===== config.mk =====
export PLATFORM = sky130hd
export DESIGN_NAME = brg_irq_gen
export DESIGN_NICKNAME = d
export VERILOG_FILES = /design/src/rtl/brg_irq_pkg.sv /design/src/rtl/brg_irq_capture.sv /design/src/rtl/brg_irq_edge.sv /design/src/rtl/brg_irq_tx.sv /design/src/rtl/brg_irq_gen.sv
export SDC_FILE = /design/constraint.sdc
export NUM_CORES = 1
export LEC_CHECK = 0
export ABC_AREA = 1
export BUFFER_PORTS_ARGS = -buffer_cell sky130_fd_sc_hd__buf_2
export CAP_MARGIN = 20
export CORE_MARGIN = 2
export CORE_UTILIZATION = 52
export CTS_CLUSTER_SIZE = 12
export DETAILED_ROUTE_END_ITERATION = 12
export GPL_ROUTABILITY_DRIVEN = 0
export PLACE_DENSITY = 0.84
export RECOVER_POWER = 25
export SETUP_SLACK_MARGIN = 0.2
export SYNTH_ARGS = -nofsm -noshare
export SYNTH_HDL_FRONTEND = slang
export SYNTH_SLANG_ARGS = --single-unit

===== constraint.sdc =====
create_clock -name clk -period 3.45 [get_ports clk]
set_clock_uncertainty 0.1 [all_clocks]
set_input_delay 0.69 -clock clk [delete_from_list [all_inputs] [get_ports clk]]
set_output_delay 0.69 -clock clk [all_outputs]
set_load 0.03 [all_outputs]

===== src/rtl/brg_irq_pkg.sv =====
package brg_irq_pkg;

    // Widest source set; the upstream set uses all four bits.
    localparam int MAX_SRC = 4;

    // Message codes presented on msg_type.
    typedef enum logic [1:0] {
        MSG_NONE = 2'd0,
        MSG_MSI  = 2'd1,
        MSG_ASRT = 2'd2,
        MSG_DSRT = 2'd3
    } msg_kind_t;

    // States of the output controller.
    typedef enum logic [1:0] {
        ST_IDLE,
        ST_SEND_MSI,
        ST_SEND_ASRT,
        ST_SEND_DSRT
    } tx_state_t;

endpackage


===== src/rtl/brg_irq_capture.sv =====
module brg_irq_capture #(
    parameter int UPSTREAM = 0,
    parameter int SRC_W    = brg_irq_pkg::MAX_SRC,
    parameter int ADDR_W   = 2
) (
    input  logic              clk,
    input  logic              rst_n,
    input  logic [SRC_W-1:0]  src_evt,
    input  logic              bw_note_en,
    input  logic              abw_note_en,
    input  logic              reg_wr,
    input  logic              reg_rd,
    input  logic [ADDR_W-1:0] reg_addr,
    input  logic [SRC_W-1:0]  reg_wdata,
    output logic [SRC_W-1:0]  reg_rdata,
    output logic [SRC_W-1:0]  evt_g,
    output logic [SRC_W-1:0]  status_q,
    output logic [SRC_W-1:0]  mask_q,
    output logic              irq_cond
);

    // Number of implemented sources and the mask of implemented bits.
    localparam int NSRC = (UPSTREAM != 0) ? 4 : 3;
    localparam logic [SRC_W-1:0] IMPL = SRC_W'((1 << NSRC) - 1);
    localparam logic [ADDR_W-1:0] STS_ADDR = ADDR_W'(0);
    localparam logic [ADDR_W-1:0] MSK_ADDR = ADDR_W'(1);

    logic [SRC_W-1:0] src_en;
    logic [SRC_W-1:0] clr_vec;
    logic             sts_wr;
    logic             msk_wr;

    assign sts_wr  = reg_wr && (reg_addr == STS_ADDR);
    assign msk_wr  = reg_wr && (reg_addr == MSK_ADDR);
    assign clr_vec = sts_wr ? reg_wdata : '0;

    // Per-source enable: the bandwidth bits of a downstream port are
    // gated by their own notification enables.
    always_comb begin
        for (int i = 0; i < SRC_W; i++) begin
            src_en[i] = IMPL[i];
            if (UPSTREAM == 0 && i == 1) src_en[i] = IMPL[i] & bw_note_en;
            if (UPSTREAM == 0 && i == 2) src_en[i] = IMPL[i] & abw_note_en;
        end
    end

    assign evt_g = src_en & src_evt;

    // One sticky status flop per bit; an event wins over a clear.
    generate
        for (genvar b = 0; b < SRC_W; b++) begin : g_sts
            if (IMPL[b]) begin : g_impl
                always_ff @(posedge clk or negedge rst_n) begin
                    if (!rst_n) begin
                        status_q[b] <= 1'b0;
                    end else if (evt_g[b]) begin
                        status_q[b] <= 1'b1;
                    end else if (clr_vec[b]) begin
                        status_q[b] <= 1'b0;
                    end
                end
            end else begin : g_none
                assign status_q[b] = 1'b0;
            end
        end
    endgenerate

    // Mask register: every implemented source starts masked.
    always_ff @(posedge clk or negedge rst_n) begin
        if (!rst_n) begin
            mask_q <= IMPL;
        end else if (msk_wr) begin
            mask_q <= reg_wdata & IMPL;
        end
    end

    always_comb begin
        reg_rdata = '0;
        if (reg_rd) begin
            if (reg_addr == STS_ADDR)      reg_rdata = status_q;
            else if (reg_addr == MSK_ADDR) reg_rdata = mask_q;
        end
    end

    assign irq_cond = |(status_q & ~mask_q);

endmodule


===== src/rtl/brg_irq_edge.sv =====
module brg_irq_edge (
    input  logic clk,
    input  logic rst_n,
    input  logic irq_cond,
    input  logic msi_en,
    input  logic intx_dis,
    output logic msi_evt,
    output logic intx_evt,
    output logic intx_asrt
);

    logic cond_q;
    logic rise;
    logic fall;
    logic legacy;

    always_ff @(posedge clk or negedge rst_n) begin
        if (!rst_n) cond_q <= 1'b0;
        else        cond_q <= irq_cond;
    end

    assign rise      = irq_cond & ~cond_q;
    assign fall      = ~irq_cond & cond_q;
    assign legacy    = ~msi_en & ~intx_dis;

    // MSI only on assertion; the legacy wire follows both edges.
    assign msi_evt   = rise & msi_en;
    assign intx_evt  = (rise | fall) & legacy;
    assign intx_asrt = rise;

endmodule


===== src/rtl/brg_irq_tx.sv =====
module brg_irq_tx
    import brg_irq_pkg::*;
#(
    parameter int QDEPTH = 2
) (
    input  logic       clk,
    input  logic       rst_n,
    input  logic       msi_evt,
    input  logic       intx_evt,
    input  logic       intx_asrt,
    input  logic       msg_ready,
    output logic       msg_valid,
    output logic [1:0] msg_type
);

    localparam int CNT_W = $clog2(QDEPTH + 1);
    localparam logic [CNT_W-1:0] CNT_ONE  = CNT_W'(1);
    localparam logic [CNT_W-1:0] CNT_FULL = CNT_W'(QDEPTH);

    tx_state_t         state_q, state_n;
    logic [QDEPTH-1:0] kind_q, kind_n;     // 1 = assert entry, 0 = deassert
    logic [CNT_W-1:0]  cnt_q, cnt_n;
    logic              msi_pend_q, msi_pend_n;
    logic              accept;
    logic              pop_intx;
    logic              pop_msi;

    assign accept   = msg_valid & msg_ready;
    assign pop_intx = accept & ((state_q == ST_SEND_ASRT) || (state_q == ST_SEND_DSRT));
    assign pop_msi  = accept & (state_q == ST_SEND_MSI);

    // Legacy event queue: pop the presented entry, then append the new one.
    // When full, an event equal to the head cancels the tail pair.
    always_comb begin
        kind_n = kind_q;
        cnt_n  = cnt_q;
        if (pop_intx) begin
            kind_n = kind_q >> 1;
            cnt_n  = cnt_q - CNT_ONE;
        end
        if (intx_evt) begin
            if (cnt_n != CNT_FULL) begin
                kind_n[cnt_n] = intx_asrt;
                cnt_n         = cnt_n + CNT_ONE;
            end else if (intx_asrt == kind_n[0]) begin
                cnt_n = CNT_ONE;
            end else begin
                kind_n[QDEPTH-1] = intx_asrt;
            end
        end
    end

    assign msi_pend_n = (msi_pend_q & ~pop_msi) | msi_evt;

    always_ff @(posedge clk or negedge rst_n) begin
        if (!rst_n) begin
            kind_q     <= '0;
            cnt_q      <= '0;
            msi_pend_q <= 1'b0;
        end else begin
            kind_q     <= kind_n;
            cnt_q      <= cnt_n;
            msi_pend_q <= msi_pend_n;
        end
    end

    // Next-state logic.
    always_comb begin
        state_n = state_q;
        unique case (state_q)
            ST_IDLE: begin
                if (cnt_q != '0)     state_n = kind_q[0] ? ST_SEND_ASRT : ST_SEND_DSRT;
                else if (msi_pend_q) state_n = ST_SEND_MSI;
            end
            ST_SEND_MSI:  if (msg_ready) state_n = ST_IDLE;
            ST_SEND_ASRT: if (msg_ready) state_n = ST_IDLE;
            ST_SEND_DSRT: if (msg_ready) state_n = ST_IDLE;
            default:      state_n = ST_IDLE;
        endcase
    end

    // State register.
    always_ff @(posedge clk or negedge rst_n) begin
        if (!rst_n) state_q <= ST_IDLE;
        else        state_q <= state_n;
    end

    // Outputs.
    always_comb begin
        msg_valid = 1'b0;
        msg_type  = MSG_NONE;
        unique case (state_q)
            ST_IDLE:      ;
            ST_SEND_MSI:  begin msg_valid = 1'b1; msg_type = MSG_MSI;  end
            ST_SEND_ASRT: begin msg_valid = 1'b1; msg_type = MSG_ASRT; end
            ST_SEND_DSRT: begin msg_valid = 1'b1; msg_type = MSG_DSRT; end
            default:      ;
        endcase
    end

endmodule


===== src/rtl/brg_irq_gen.sv =====
module brg_irq_gen #(
    parameter int UPSTREAM = 0,
    parameter int SRC_W    = brg_irq_pkg::MAX_SRC,
    parameter int ADDR_W   = 2,
    parameter int QDEPTH   = 2
) (
    input  logic              clk,
    input  logic              rst_n,
    input  logic [SRC_W-1:0]  src_evt,
    input  logic              bw_note_en,
    input  logic              abw_note_en,
    input  logic              msi_en,
    input  logic              intx_dis,
    input  logic              reg_wr,
    input  logic              reg_rd,
    input  logic [ADDR_W-1:0] reg_addr,
    input  logic [SRC_W-1:0]  reg_wdata,
    output logic [SRC_W-1:0]  reg_rdata,
    output logic              msg_valid,
    input  logic              msg_ready,
    output logic [1:0]        msg_type
);

    logic [SRC_W-1:0] evt_g;
    logic [SRC_W-1:0] status_q;
    logic [SRC_W-1:0] mask_q;
    logic             irq_cond;
    logic             msi_evt;
    logic             intx_evt;
    logic             intx_asrt;

    brg_irq_capture #(
        .UPSTREAM (UPSTREAM),
        .SRC_W    (SRC_W),
        .ADDR_W   (ADDR_W)
    ) cap_i (
        .clk         (clk),
        .rst_n       (rst_n),
        .src_evt     (src_evt),
        .bw_note_en  (bw_note_en),
        .abw_note_en (abw_note_en),
        .reg_wr      (reg_wr),
        .reg_rd      (reg_rd),
        .reg_addr    (reg_addr),
        .reg_wdata   (reg_wdata),
        .reg_rdata   (reg_rdata),
        .evt_g       (evt_g),
        .status_q    (status_q),
        .mask_q      (mask_q),
        .irq_cond    (irq_cond)
    );

    brg_irq_edge edge_i (
        .clk       (clk),
        .rst_n     (rst_n),
        .irq_cond  (irq_cond),
        .msi_en    (msi_en),
        .intx_dis  (intx_dis),
        .msi_evt   (msi_evt),
        .intx_evt  (intx_evt),
        .intx_asrt (intx_asrt)
    );

    brg_irq_tx #(
        .QDEPTH (QDEPTH)
    ) tx_i (
        .clk       (clk),
        .rst_n     (rst_n),
        .msi_evt   (msi_evt),
        .intx_evt  (intx_evt),
        .intx_asrt (intx_asrt),
        .msg_ready (msg_ready),
        .msg_valid (msg_valid),
        .msg_type  (msg_type)
    );

endmodule


# == Yosys cells after proc, flatten, opt, wreduce, memory -nomap -nowiden ==
# Index checks and enable logic that the tools add are counted.
# totals
reg_bits,14
inputBits,19
output_inout_bits,7
word_cells,82
# classes
add_sub_neg,2
order_cmp,2
eq_ne,8
mux,29
bitwise_logic,19
reduce_logical,13
# ops
op,count
$mux 2,9
$mux 1,12
$and 1x1->1,9
$mux 4,2
$reduce_bool 2->1,4
$mux 3,2
$pmux 2 s3,1
$not 1->1,5
$and 3x4->4,1
$eq 2x1->1 const B,2
$eq 2x2->1 const B,2
$logic_not 2->1,2
$not 3->4,1
$pmux 2 s2,1
$reduce_or 4->1,1
$and 3x3->3,1
$logic_and 1x1->1,3
$ne 3x1->1 const B,1
$reduce_or 3->1,1
$add 2x1->2 const B,1
$bwmux 2,1
$ge 2x1->1 const B,1
$lt 2x2->1 const B,1
$ne 2x1->1 const B,1
7 further kinds,8

# == Longest topological paths before layout ==
# logic_depth
depth_word,13
depth_mapped,11
mapped_depth_nobuf,11

# == Cells and area by module ==
# Synthesis repeated with hierarchy kept, for this count alone.
# unflattened
hier_cells,123
hier_area_um2,922.1
# by_module_without_submodules
mod,instances,cells_per_inst,area_per_inst_um2,seq_area_each_um2
brg_irq_tx,1,60,459.2,175.2
brg_irq_capture,1,54,396.6,153.9
brg_irq_edge,1,9,66.3,25.0

# == Least setup slack after synthesis ==
# Ideal clock, no wire load.
# synth_timing
path_type,input -> output
startpoint,input port reg_addr[1]
endpoint,output port reg_rdata[0]
arrival_ns,1.420
required_ns,2.660
setup_slack_ns,1.240
path_stages,3
n_path_buf,0
path_cell_list,nor2_1 -> nand2_1 -> a21oi_1
# synth_between
elab_chain_len,4
word_cells_on_any_way,5
cone_classes,eq/ne (1); mux (3); reduce/logical (1)
# synth_rtl
item,line_no,rtl
"start, declared",brg_irq_gen.sv:16,"input logic [ADDR_W-1:0] reg_addr,"
$eq 2x1->1,brg_irq_capture.sv:81,else if (reg_addr == MSK_ADDR) reg_rdata = mask_q;
$mux 3,brg_irq_capture.sv:81,
$mux 4 *,brg_irq_capture.sv:80,if (reg_addr == STS_ADDR) reg_rdata = status_q;
$mux 4 *,brg_irq_capture.sv:79,if (reg_rd) begin
"end, declared",brg_irq_gen.sv:18,"output logic [SRC_W-1:0] reg_rdata,"
# Every way passes the cells marked *; elsewhere a longest branch is shown, timed or not.

# == Worst setup path after layout ==
# layout_timing
startpoint,input port reg_addr[0]
endpoint,output port reg_rdata[1]
# The elaborated chain is that of the path after synthesis.

==> results.yml <==
grt:
  grt_pass1_wl_um: 2620
  grt_pass1_vias: 675
  gr-usage-all-layers_pct: 18.7
  grt_max_degree: 15
  antenna_found_initial: 0
  grt.overflow.total: 0
yosys:
  synth.distinct_cells: 21
  syn_nets: 125
  syn_inst: 104
  synth.avg_cell_area_um2: 7.76
  yosys_warnings: 0
  seq_area_frac_synth_pct: 43.9
  synth_area_um2: 807
  synth_seq_cells: 14
worst_hold_path:
  min_path_type: "primary input to asynchronous set/reset pin"
die:
  die_y_um: 43.4
  start_util_pct: 54.8
  die_w_um: 43.4
  ios: 26
  rows: 14
  fp.coreArea_um2: 1470
  die_area_um2: 1880
cts:
  cts_sinks: 14
  cts_hold_buf: 0
  clockBufferDepth: 2
  clock-root-buffer: "clkbuf_4"
  cts.htree.levels: 1
  cts_buffers: 3
  insertion_delay_ns: 0.27
  clk_pin_slew_worst_paths_ns: 0.09
  cts_setup_buffers: 0
  cts_resized: 0
  cts_tree: "built"
layout:
  nets: 149
  mostFrequentLayoutCells: "21 x inv_1, 21 x buf_2, 19 x nand2_1"
  drive_gt1_share_pct: 26.8
  insertedDiodeCount: 0
  area_growth_pct: 18.6
timing:
  period_share_pct: 64.5
  setup_tns_ns: 0
  drv_slew: 0
  hold_violations: 0
  fin_crit_ns: 2.23
  worstMarginPinSlew_ns: 0.731
  rsz0062_at_grt: "false"
  slew_headroom_pct: 51.3
  setup_violations: 0
  timing.fmax_mhz: 449
  layout_setup_ws_ns: 1.22
placed_design:
  port_buffers: 22
  dp_hpwl_um: 1220
  pre_cts_slack_ns: 1.23
worst_setup_path:
  worst_ep_required_time_ns: 2.66
  critical_path_arrival_ns: 1.44
  crit_start: "reg_addr[0]"
  r2r-start: "cap_i.mask_q[1]"
  cp-start-kind: "primary input"
  crit_path_end_kind: "output pin"
  path_class: "primary input to output pin"
  cp_max_fo: 5
pwr:
  total_power_mw: 0.666
  powerDensity_nw_per_um2: 696
  cellLeakagePower_nw: 0.530
  ir_drop_mv: 0.298
detailed_routing:
  first_pass_iters: 4
  detail_route.wl_per_cell_um: 10.5
  routed-via-count: 723
  vias_per_cell: 5.06
  routed_wl_um: 1510
  ant_nets: 0
  drt_iter0_drc: 6
  drcViolationCount: 0
outcome:
  status: "completed"
job:
  cap_violations: 0
Yosys cell counts:
cell | number | share of area [%]
inv_1 | 21 | 9.8
nand2_1 | 19 | 8.8
nand3_1 | 12 | 7.4
dfrtp_1 | 11 | 34
o21ai_1 | 9 | 5.6
nor2_1 | 5 | 2.3
a21oi_1 | 4 | 2.5
dfstp_2 | 3 | 9.8
o22ai_1 | 3 | 2.3
clkbuf_1 | 2 | 0.93
ha_1 | 2 | 3.1
nand2_2 | 2 | 1.6
o21bai_1 | 2 | 1.9
xor2_1 | 2 | 2.2
a21oi_2 | 1 | 1.1
buf_4 | 1 | 0.93
conb_1 | 1 | 0.46
nand2_4 | 1 | 1.4
nand3_2 | 1 | 1.2
o21ai_0 | 1 | 0.62
o21ai_4 | 1 | 2.0
critical path, stage by stage:
cell and delay (ns):
buf_2 0.13, nor2_1 0.20, nand2_1 0.08, a21oi_1 0.12, buf_2 0.21
cell type report:
class                   count  area, um2
flip-flops and latches     14        354
clock buffers               4       36.3
repair buffers             22        109
well taps                  16       20.0
inverters                  21       78.8
multi-input cells          66        359
fillers                   136        514
final timing paths:
kind                       depth (start not counted)  slack [ns]         endpoint
min reg2reg                                        2        0.39  cap_i.mask_q[0]
min                                                1        0.34  tx_i.state_q[0]
min in group clk                                   2        0.39  cap_i.mask_q[0]
max in group asynchronous                          1        2.45    tx_i.cnt_q[0]
max reg2reg                                        9        1.56   tx_i.kind_q[0]
max                                                5        1.22     reg_rdata[1]
per-stage QoR:
stage | instances | cell area (um2) | hold WS (ns) | util [%]
CTS | 143 | 958 | 0.205 | 65.1
global placement | 139 | 922 | 0.372 | 62.7
global route | 143 | 957 | 0.389 | 65.1
finish | 143 | 957 | 0.343 | 65.1
detailed placement | 139 | 922 | 0.382 | 62.7
floorplan | 104 | 807 | 0.294 | -
power breakdown:
part	leakage, nW	internal, mW	switching [mW]
logic	0.352	0.109	0.192
registers	0.157	0.214	0.0376
clock network	0.0210	0.0640	0.0510
flip-flops by register name (all words and copies together) (netlist names):
register	flops
cap_i.mask_q	3
tx_i.kind_q	2
tx_i.state_q	2
tx_i.msi_pend_q	1
tx_i.cnt_q	2
edge_i.cond_q	1
cap_i.status_q	3
metal layers:
layer	vias up	global-route usage (%)	part of all wire, %
met5	-	0	0
met4	0	9.70	1.2
met3	2	3.75	5.2
met2	20	31.6	52
met1	328	22.3	41
li1	373	-	-
logic make-up after synthesis:
group                    after synthesis  synth area share [%]
other                                  1                 0.465
AND/OR/NAND/NOR                       40                  22.8
buffers and inverters                 24                  11.6
adder cells (fa/ha/maj)                2                  3.10
XOR/XNOR                               2                  2.17
AO/OA/AOI/OAI                         21                  16.0
flip-flops                            14                  43.9
(Power assumes the default switching activity.)
